### src/rtl/i2cst_pkg.sv
package i2cst_pkg;
  typedef enum logic [2:0] {
    PH_IDLE,
    PH_ADDR,
    PH_LOW,
    PH_RX,
    PH_TX
  } phase_t;
endpackage

### src/rtl/i2cst_front.sv
module i2cst_front #(
  parameter int STAGES = 2
) (
  input  logic clk,
  input  logic rst,
  input  logic sda_i,
  input  logic scl_i,
  output logic sda_l,
  output logic scl_l,
  output logic start_e,
  output logic stop_e,
  output logic rise_e,
  output logic fall_e
);
  logic [STAGES-1:0] sda_pipe;
  logic [STAGES-1:0] scl_pipe;
  logic sda_now;
  logic scl_now;

  generate
    if (STAGES > 1) begin : g_chain
      always_ff @(posedge clk) begin
        if (rst) begin
          sda_pipe <= '1;
          scl_pipe <= '1;
        end else begin
          sda_pipe <= {sda_pipe[STAGES-2:0], sda_i};
          scl_pipe <= {scl_pipe[STAGES-2:0], scl_i};
        end
      end
    end else begin : g_single
      always_ff @(posedge clk) begin
        if (rst) begin
          sda_pipe <= '1;
          scl_pipe <= '1;
        end else begin
          sda_pipe <= sda_i;
          scl_pipe <= scl_i;
        end
      end
    end
  endgenerate

  assign sda_now = sda_pipe[STAGES-1];
  assign scl_now = scl_pipe[STAGES-1];

  // Events are registered together with the line levels they refer to.
  always_ff @(posedge clk) begin
    if (rst) begin
      sda_l   <= 1'b1;
      scl_l   <= 1'b1;
      start_e <= 1'b0;
      stop_e  <= 1'b0;
      rise_e  <= 1'b0;
      fall_e  <= 1'b0;
    end else begin
      sda_l   <= sda_now;
      scl_l   <= scl_now;
      start_e <= scl_now & scl_l & sda_l & ~sda_now;
      stop_e  <= scl_now & scl_l & ~sda_l & sda_now;
      rise_e  <= scl_now & ~scl_l;
      fall_e  <= ~scl_now & scl_l;
    end
  end
endmodule

### src/rtl/i2cst_match.sv
module i2cst_match
  import i2cst_pkg::*;
#(
  parameter int BW = 8
) (
  input  logic [BW-1:0] rx_byte,
  input  logic [BW-1:0] own,
  input  logic          ten_bit,
  input  phase_t        ph,
  input  logic          ten_done,
  output logic          hit,
  output logic          to_low
);
  localparam logic [4:0] HDR_TAG = 5'b11110;

  logic is_hdr;
  logic upper_eq;

  assign is_hdr   = (rx_byte[BW-1 -: 5] == HDR_TAG);
  assign upper_eq = (rx_byte[BW-1:1] == own[BW-1:1]);

  always_comb begin
    hit    = 1'b0;
    to_low = 1'b0;
    unique case (ph)
      PH_ADDR: begin
        if (!ten_bit) begin
          hit = upper_eq;
        end else if (is_hdr && upper_eq) begin
          if (!rx_byte[0]) begin
            hit    = 1'b1;
            to_low = 1'b1;
          end else begin
            hit = ten_done;
          end
        end
      end
      PH_LOW:  hit = (rx_byte == own);
      default: hit = 1'b0;
    endcase
  end
endmodule

### src/rtl/i2c_slv_track.sv
module i2c_slv_track
  import i2cst_pkg::*;
#(
  parameter int SYNC_STAGES = 2,
  parameter int BYTE_W      = 8
) (
  input  logic              clk,
  input  logic              rst,
  input  logic              en,
  input  logic              ten_bit,
  input  logic              scl_in,
  input  logic              sda_in,
  output logic              sda_low,
  input  logic              adr_we,
  input  logic [BYTE_W-1:0] adr_wdata,
  input  logic              buf_wr,
  input  logic [BYTE_W-1:0] buf_wdata,
  input  logic              buf_rd,
  output logic [BYTE_W-1:0] buf_rdata,
  output logic              st_start,
  output logic              st_stop,
  output logic              st_da,
  output logic              st_rw,
  output logic              st_upd,
  output logic              st_full
);
  localparam int CNT_W = $clog2(BYTE_W + 2);
  localparam logic [CNT_W-1:0] LAST_BIT = CNT_W'(BYTE_W - 1);
  localparam logic [CNT_W-1:0] ACK_SLOT = CNT_W'(BYTE_W);
  localparam logic [CNT_W-1:0] END_SLOT = CNT_W'(BYTE_W + 1);

  logic sda_l, scl_l, start_e, stop_e, rise_e, fall_e;
  logic [BYTE_W-1:0] shreg, txsh, buf_q, own_q, byte_now;
  logic [CNT_W-1:0]  cnt;
  phase_t            ph;
  logic              ack_pend, ten_done;
  logic              m_hit, m_to_low;

  i2cst_front #(.STAGES(SYNC_STAGES)) u_front (
    .clk(clk), .rst(rst), .sda_i(sda_in), .scl_i(scl_in),
    .sda_l(sda_l), .scl_l(scl_l), .start_e(start_e), .stop_e(stop_e),
    .rise_e(rise_e), .fall_e(fall_e)
  );

  assign byte_now = {shreg[BYTE_W-2:0], sda_l};

  i2cst_match #(.BW(BYTE_W)) u_match (
    .rx_byte(byte_now), .own(own_q), .ten_bit(ten_bit), .ph(ph),
    .ten_done(ten_done), .hit(m_hit), .to_low(m_to_low)
  );

  assign buf_rdata = buf_q;

  always_ff @(posedge clk) begin
    if (rst) begin
      ph <= PH_IDLE;     cnt <= '0;       shreg <= '0;     txsh <= '0;
      buf_q <= '0;       own_q <= '0;     sda_low <= 1'b0; ack_pend <= 1'b0;
      ten_done <= 1'b0;  st_start <= 1'b0; st_stop <= 1'b0; st_da <= 1'b0;
      st_rw <= 1'b0;     st_upd <= 1'b0;  st_full <= 1'b0;
    end else begin
      if (!en) begin
        ph       <= PH_IDLE;
        cnt      <= '0;
        sda_low  <= 1'b0;
        ack_pend <= 1'b0;
        ten_done <= 1'b0;
        st_start <= 1'b0;
        st_stop  <= 1'b0;
      end else if (start_e) begin
        st_start <= 1'b1;
        st_stop  <= 1'b0;
        ph       <= PH_ADDR;
        cnt      <= '0;
        sda_low  <= 1'b0;
        ack_pend <= 1'b0;
      end else if (stop_e) begin
        st_stop  <= 1'b1;
        st_start <= 1'b0;
        ph       <= PH_IDLE;
        ten_done <= 1'b0;
        sda_low  <= 1'b0;
        ack_pend <= 1'b0;
      end else begin
        // SCL rising: shift a bit in, judge a completed byte, read master ACK
        if (rise_e && ph != PH_IDLE) begin
          if (cnt < ACK_SLOT) begin
            shreg <= byte_now;
            cnt   <= cnt + 1'b1;
            if (cnt == LAST_BIT) begin
              unique case (ph)
                PH_ADDR, PH_LOW: begin
                  if (m_hit) begin
                    ack_pend <= 1'b1;
                    st_da    <= 1'b0;
                    if (ph == PH_ADDR) st_rw <= byte_now[0];
                    if (m_to_low) begin
                      ph       <= PH_LOW;
                      st_upd   <= 1'b1;
                      ten_done <= 1'b0;
                    end else if (ph == PH_LOW) begin
                      ph       <= PH_RX;
                      st_upd   <= 1'b1;
                      ten_done <= 1'b1;
                    end else if (byte_now[0]) begin
                      ph <= PH_TX;
                    end else begin
                      ph <= PH_RX;
                    end
                  end else begin
                    ph <= PH_IDLE;
                  end
                end
                PH_RX: begin
                  if (!st_full) begin
                    buf_q    <= byte_now;
                    st_full  <= 1'b1;
                    st_da    <= 1'b1;
                    ack_pend <= 1'b1;
                  end
                end
                PH_TX: begin
                  st_full <= 1'b0;
                  st_da   <= 1'b1;
                end
                default: ;
              endcase
            end
          end else if (cnt == ACK_SLOT) begin
            cnt <= END_SLOT;
            if (ph == PH_TX && !ack_pend && sda_l) ph <= PH_IDLE;
          end
        end
        // SCL falling: place ACK, release it, or present the next data bit
        if (fall_e) begin
          if (cnt == ACK_SLOT) begin
            sda_low <= ack_pend;
          end else if (cnt == END_SLOT) begin
            cnt      <= '0;
            ack_pend <= 1'b0;
            if (ph == PH_TX) begin
              sda_low <= ~buf_q[BYTE_W-1];
              txsh    <= buf_q;
            end else begin
              sda_low <= 1'b0;
            end
          end else if (ph == PH_TX && cnt != '0) begin
            sda_low <= ~txsh[BYTE_W-2];
            txsh    <= txsh << 1;
          end
        end
      end

      // host side
      if (buf_wr) begin
        buf_q <= buf_wdata;
        if (en && ph == PH_TX) st_full <= 1'b1;
      end
      if (buf_rd) st_full <= 1'b0;
      if (adr_we) begin
        own_q  <= adr_wdata;
        st_upd <= 1'b0;
      end
    end
  end


  start_stop_excl_chk: assert property (@(posedge clk) disable iff (rst)
    !(st_start && st_stop));


  drive_on_scl_low_chk: assert property (@(posedge clk) disable iff (rst)
    $rose(sda_low) |-> !$past(scl_l));


  full_holds_buf_chk: assert property (@(posedge clk) disable iff (rst)
    ($past(st_full) && !$past(buf_wr) && $past(ph) != PH_TX) |-> $stable(buf_q));


  upd_clear_chk: assert property (@(posedge clk) disable iff (rst)
    adr_we |=> !st_upd);


  disable_quiet_chk: assert property (@(posedge clk) disable iff (rst)
    !en |=> (!sda_low && !st_start && !st_stop));
endmodule

### config.mk
export PLATFORM = sky130hd
export DESIGN_NAME = i2c_slv_track
export DESIGN_NICKNAME = d
export VERILOG_FILES = /design/src/rtl/i2cst_pkg.sv /design/src/rtl/i2cst_front.sv /design/src/rtl/i2cst_match.sv /design/src/rtl/i2c_slv_track.sv
export SDC_FILE = /design/constraint.sdc
export NUM_CORES = 1
export LEC_CHECK = 0
export ABC_CLOCK_PERIOD_IN_PS = 3800
export BUFFER_PORTS_ARGS = -buffer_cell sky130_fd_sc_hd__buf_2
export CAP_MARGIN = 15
export CORE_MARGIN = 10
export CORE_UTILIZATION = 55
export CTS_CLUSTER_DIAMETER = 120
export DETAILED_ROUTE_END_ITERATION = 12
export GPL_TIMING_DRIVEN = 1
export HOLD_SLACK_MARGIN = 0.12
export PLACE_DENSITY = 0.78
export SYNTH_ARGS = -nofsm -noshare
export SYNTH_HDL_FRONTEND = slang
export SYNTH_SLANG_ARGS = --single-unit
### constraint.sdc
create_clock -name clk -period 3.8 [get_ports clk]
set_input_delay 0.95 -clock clk [delete_from_list [all_inputs] [get_ports clk]]
set_output_delay 0.95 -clock clk [all_outputs]
set_load 0.02 [all_outputs]
======== Word level (Yosys, flattened, before mapping) ========
Index checks and enable logic that the tools add are counted.
word-level totals
  bits in registers ....................... 56
  output and inout port bits .............. 15
cells by class
  $add $sub $neg .......................... 1
  order comparisons ....................... 1
  eq/ne operators ......................... 20
  multiplexer cells ....................... 74
  bitwise gates (word level) .............. 17
  reduce and logical (&&, ||, !) cells .... 46
operator list
  kind                                                             count
  8-bit 2-to-1 mux                                                 9
  1-bit 2-to-1 mux                                                 43
  2-bit nonzero test                                               15
  3-bit 2-to-1 mux                                                 9
  9-bit AND reduction                                              3
  4-bit 2-to-1 mux                                                 6
  7-bit 2-to-1 mux                                                 3
  5-bit AND reduction                                              3
  3-bit nonzero test                                               5
  7-bit AND reduction                                              2
  4-bit nonzero test                                               3
  2-bit != test, second input constant                             5
  1-bit NOT                                                        10
  4-bit == test, second input constant                             2
  8-bit == test                                                    1
  4-bit by 1-bit != test with 1-bit output, second input constant  2
  8-bit AND reduction                                              1
  2-bit OR reduction                                               4
  1-bit AND                                                        7
  7-bit == test                                                    1
  3-bit by 2-bit == test with 1-bit output, second input constant  2
  1-bit logical AND                                                6
  2-bit by 1-bit != test with 1-bit output, second input constant  3
  1-bit case mux with 2 select lines                               3
  other kinds (11)                                                 11

======== Depth between registers and ports, before layout ========
  depth after elaboration ................. 13
  mapped depth ............................ 8
  mapped depth without buffers ............ 7

======== Cells and area by module ========
From an unflattened synthesis, not the netlist that was laid out.
unflattened totals
  cell total of the unflattened synthesis .. 310
  area total of the unflattened synthesis .. 2811.4 sq um
modules (own cells, without submodules)
  module         times used  cells each  area each (sq um)  seq. area each (sq um)
  i2c_slv_track  1           268         2338.5             920.9
  i2cst_front    1           22          300.3              200.2
  i2cst_match    1           20          172.7              0.0

======== Worst setup path after synthesis ========
OpenSTA, ideal clock, no wires.
  path kind ............................... input -> register
  from .................................... in en
  to ...................................... reg buf_q[7] (netlist: buf_rdata[7])
  arrival ................................. 2.381 ns
  slack ................................... 1.305 ns
  stages .................................. 6
  buffers on the path ..................... 1
  cell sequence ........................... or3b_2 nor3_2 and2_1 buf_2 nor3_1 a2111oi_0
on the way
  longest elaborated chain between the ends .. 2
ends and longest elaborated chain
  what                                  RTL line              source
  start: declaration                    i2c_slv_track.sv:9    input logic en,
  2-bit nonzero test (no source line)   --
  8-bit AND reduction (no source line)  --
  end signal: assignment                i2c_slv_track.sv:115  buf_q <= byte_now;
  end signal: assignment                i2c_slv_track.sv:155  buf_q <= buf_wdata;
  end: declaration                      i2c_slv_track.sv:33   logic [BYTE_W-1:0] shreg, txsh, buf_q, own_q, byte_now;
No other way between the ends.
A chain may end at the register's enable or synchronous reset.

======== Final worst setup path ========
  from .................................... in en
  to ...................................... reg buf_q[1] (netlist: buf_rdata[1])
Same word-level chain as after synthesis.

==> qor.csv <==
metric,value,unit
seqPwrFrac,0.608,
global_route.usage.met2,0.243,
wire_per_inst,15.0,um
status,"finished, final reports clean",
finalCritPeriodShare,0.680,
critical_path.max_fanout,8,
vias,2136,
pre_cts_ws,0.956,ns
maxSlewViolCount,0,
cts_buffer_depth,2,
r2r-start,ph[0],
clockPowerShare,0.316,
busiest_layer,met2,
initialDrtViolationCount,126,
antennaDiodeCount,0,
peakVddDrop,0.205,mV
cp-end-kind,flip-flop,
p_switching,0.247,mW
area_delta_synth_final,10.0,%
antenna_found_initial,0,
cts_resized,0,
setup_slack,1.22,ns
layout_commonest_cell,dfxtp_1,
max_freq,387,MHz
clockRootBuffer,clkbuf_8,
port_buffers,39,
grt_pass1_vias,2054,
gp_congestion,0.882,
cts_tree,yes,
worst_pin_slew,0.948,ns
syn_nets,324,
reg2reg_slack,1.44,ns
grt_max_degree,46,
insertion_delay,0.31,ns
die_area,7890,sq um
switching_share,0.244,
grt_usage,0.156,
power.internal,0.763,mW
pwr-share-comb,0.075,
r2r-end,buf_rdata[7],
synth_cell_types,49,
viasPerCell,5.68,
syn_avg_cell_area,8.80,sq um
htree_levels,2,
yosysWarnings,0,
max-slew-margin-rel,0.362,
nets,351,
synthCells,296,
fin_crit,2.58,ns
criticalPathCategory,in -> reg,
min_from,u_front.scl_pipe[0],
hold-path-endpoint,u_front.scl_pipe[1],
numCtsBuffers,5,
synth-seq-cells,56,
row_count,24,
synth_area,2610,sq um
drive_gt1_frac,0.185,
post_cts_buffers,0,
r2r_cells,5,
gr-total-overflow,0,
cap_violations,0,
initial_core_util,0.582,
rsz0062_at_grt,false,
coreArea,4470,sq um
die_y,88.8,um
power.density,352,nW/um^2
fin_worst_skew,0.00935,ns
dp_hpwl,4220,um
grt_pass1_wl,9780,um
min_path_cells,1,
final_cell_mix,"dfxtp_1, nor2_1, buf_2",
die_x,88.8,um
hp-class,reg -> reg,
yosysSeqAreaShare,0.430,
grt.met1_usage,0.198,
postCtsHoldBufs,0,
required,3.98,ns
critPathArrivalTime,2.76,ns
startpoint_type,input port,
clk_pin_slew,0.10,ns
setup_viol,0,
final.setup.tns,0,ns
wl,5650,um
antenna_left,0,
utilization,0.641,
hold_viol_final,0,
leakage,1.19,nW
firstDrtPassIters,4,
io-pin-count,40,
clkSinkCount,56,
drc,0,
use_met3,0.0423,
-- synth_stat cells, drive strengths merged --
library cell | count | share of area
nor4b | 2 | 0.0067
and3b | 1 | 0.0038
nor3 | 21 | 0.042
mux2i | 22 | 0.084
nor4bb | 1 | 0.0038
ha | 3 | 0.014
a31oi | 3 | 0.0072
mux2 | 1 | 0.0043
o21ai | 8 | 0.015
or2 | 8 | 0.020
a22oi | 1 | 0.0029
a221oi | 1 | 0.0034
o21bai | 1 | 0.0029
nand2b | 6 | 0.014
xnor2 | 9 | 0.030
buf | 5 | 0.013
nand4b | 3 | 0.010
o21a | 1 | 0.0029
o22ai | 1 | 0.0024
nand3 | 3 | 0.0058
xor2 | 1 | 0.0034
and2 | 1 | 0.0024
nand3b | 5 | 0.014
o31ai | 2 | 0.0058
or3b | 1 | 0.0034
nor4 | 3 | 0.0072
inv | 16 | 0.023
dfxtp | 56 | 0.43
nor2b | 1 | 0.0024
o211a | 1 | 0.0038
nor2 | 41 | 0.059
or3 | 1 | 0.0024
nand2 | 8 | 0.012
or2b | 1 | 0.0029
nand4 | 3 | 0.0072
a21oi | 14 | 0.027
nor3b | 7 | 0.020
a211oi | 5 | 0.016
a2111oi | 8 | 0.027
a311oi | 1 | 0.0034
clkbuf | 14 | 0.020
a211o | 2 | 0.0067
or4 | 3 | 0.010
-- metrics by stage --
stage                     instance area [sq um]  instances  hold slack [ns]  power, mW
after floorplan                            2610        296            0.389      0.675
after global placement                     2780        368            0.399      0.703
after detailed placement                   2780        368            0.396      0.704
after CTS                                  2870        376            0.419       1.02
after global routing                       2870        376            0.438       1.05
final                                      2870        376            0.418       1.01
-- state kept, by name (all words and copies together), names as in the netlist, 2 cells and up --
register / count
u_front.scl_pipe: 2
u_front.sda_pipe: 2
cnt: 4
txsh: 7
ph: 3
buf_rdata: 8
shreg: 7
own_q: 8
-- worst max-delay path by stage --
stage / from / to / slack (ns)
detailed placement: en / buf_rdata[7] / 0.96
global route: en / buf_rdata[1] / 0.93
finish: en / buf_rdata[1] / 1.22
global placement: en / buf_rdata[7] / 1.02
CTS: en / buf_rdata[1] / 1.25
floorplan: en / buf_rdata[7] / 1.30
-- worst max-delay path: stages --
cell and delay, ns:
buf_2 0.11, or3b_2 0.46, nor3_2 0.40, and2_1 0.37, nor3_1 0.08, a2111oi_0 0.39
-- layout make-up --
cell class                      count  area [sq um]
Clock buffer                        5          68.8
Multi-Input combinational cell    205          1340
Fill cell                         396          1610
Sequential cell                    56          1120
Clock inverter                      3          18.8
Tap cell                           52          65.1
Inverter                           16          60.1
Timing Repair Buffer               39           195
-- power groups by stage --
stage,Combinational (mW),Sequential (mW),Clock (mW)
after floorplan,0.0451,0.630,0
after global placement,0.0748,0.628,0
after detailed placement,0.0766,0.628,0
after CTS,0.0767,0.614,0.330
after global routing,0.0856,0.617,0.350
final,0.0760,0.614,0.319
-- layer usage --
metal	up-vias	routed length [um]
met5	-	0
met4	0	61
met3	5	347
met2	52	2650
met1	985	2590
li1	1094	-
-- kinds of logic after synthesis --
logic type / count (synthesis) / share of synthesized area
flip-flops: 56 / 0.430
multiplexers: 23 / 0.0888
AND/OR/NAND/NOR: 120 / 0.250
buffers and inverters: 35 / 0.0562
AO/OA/AOI/OAI: 49 / 0.127
adder cells (fa/ha/maj): 3 / 0.0144
XOR/XNOR: 10 / 0.0336
(Power assumes the default switching activity.)
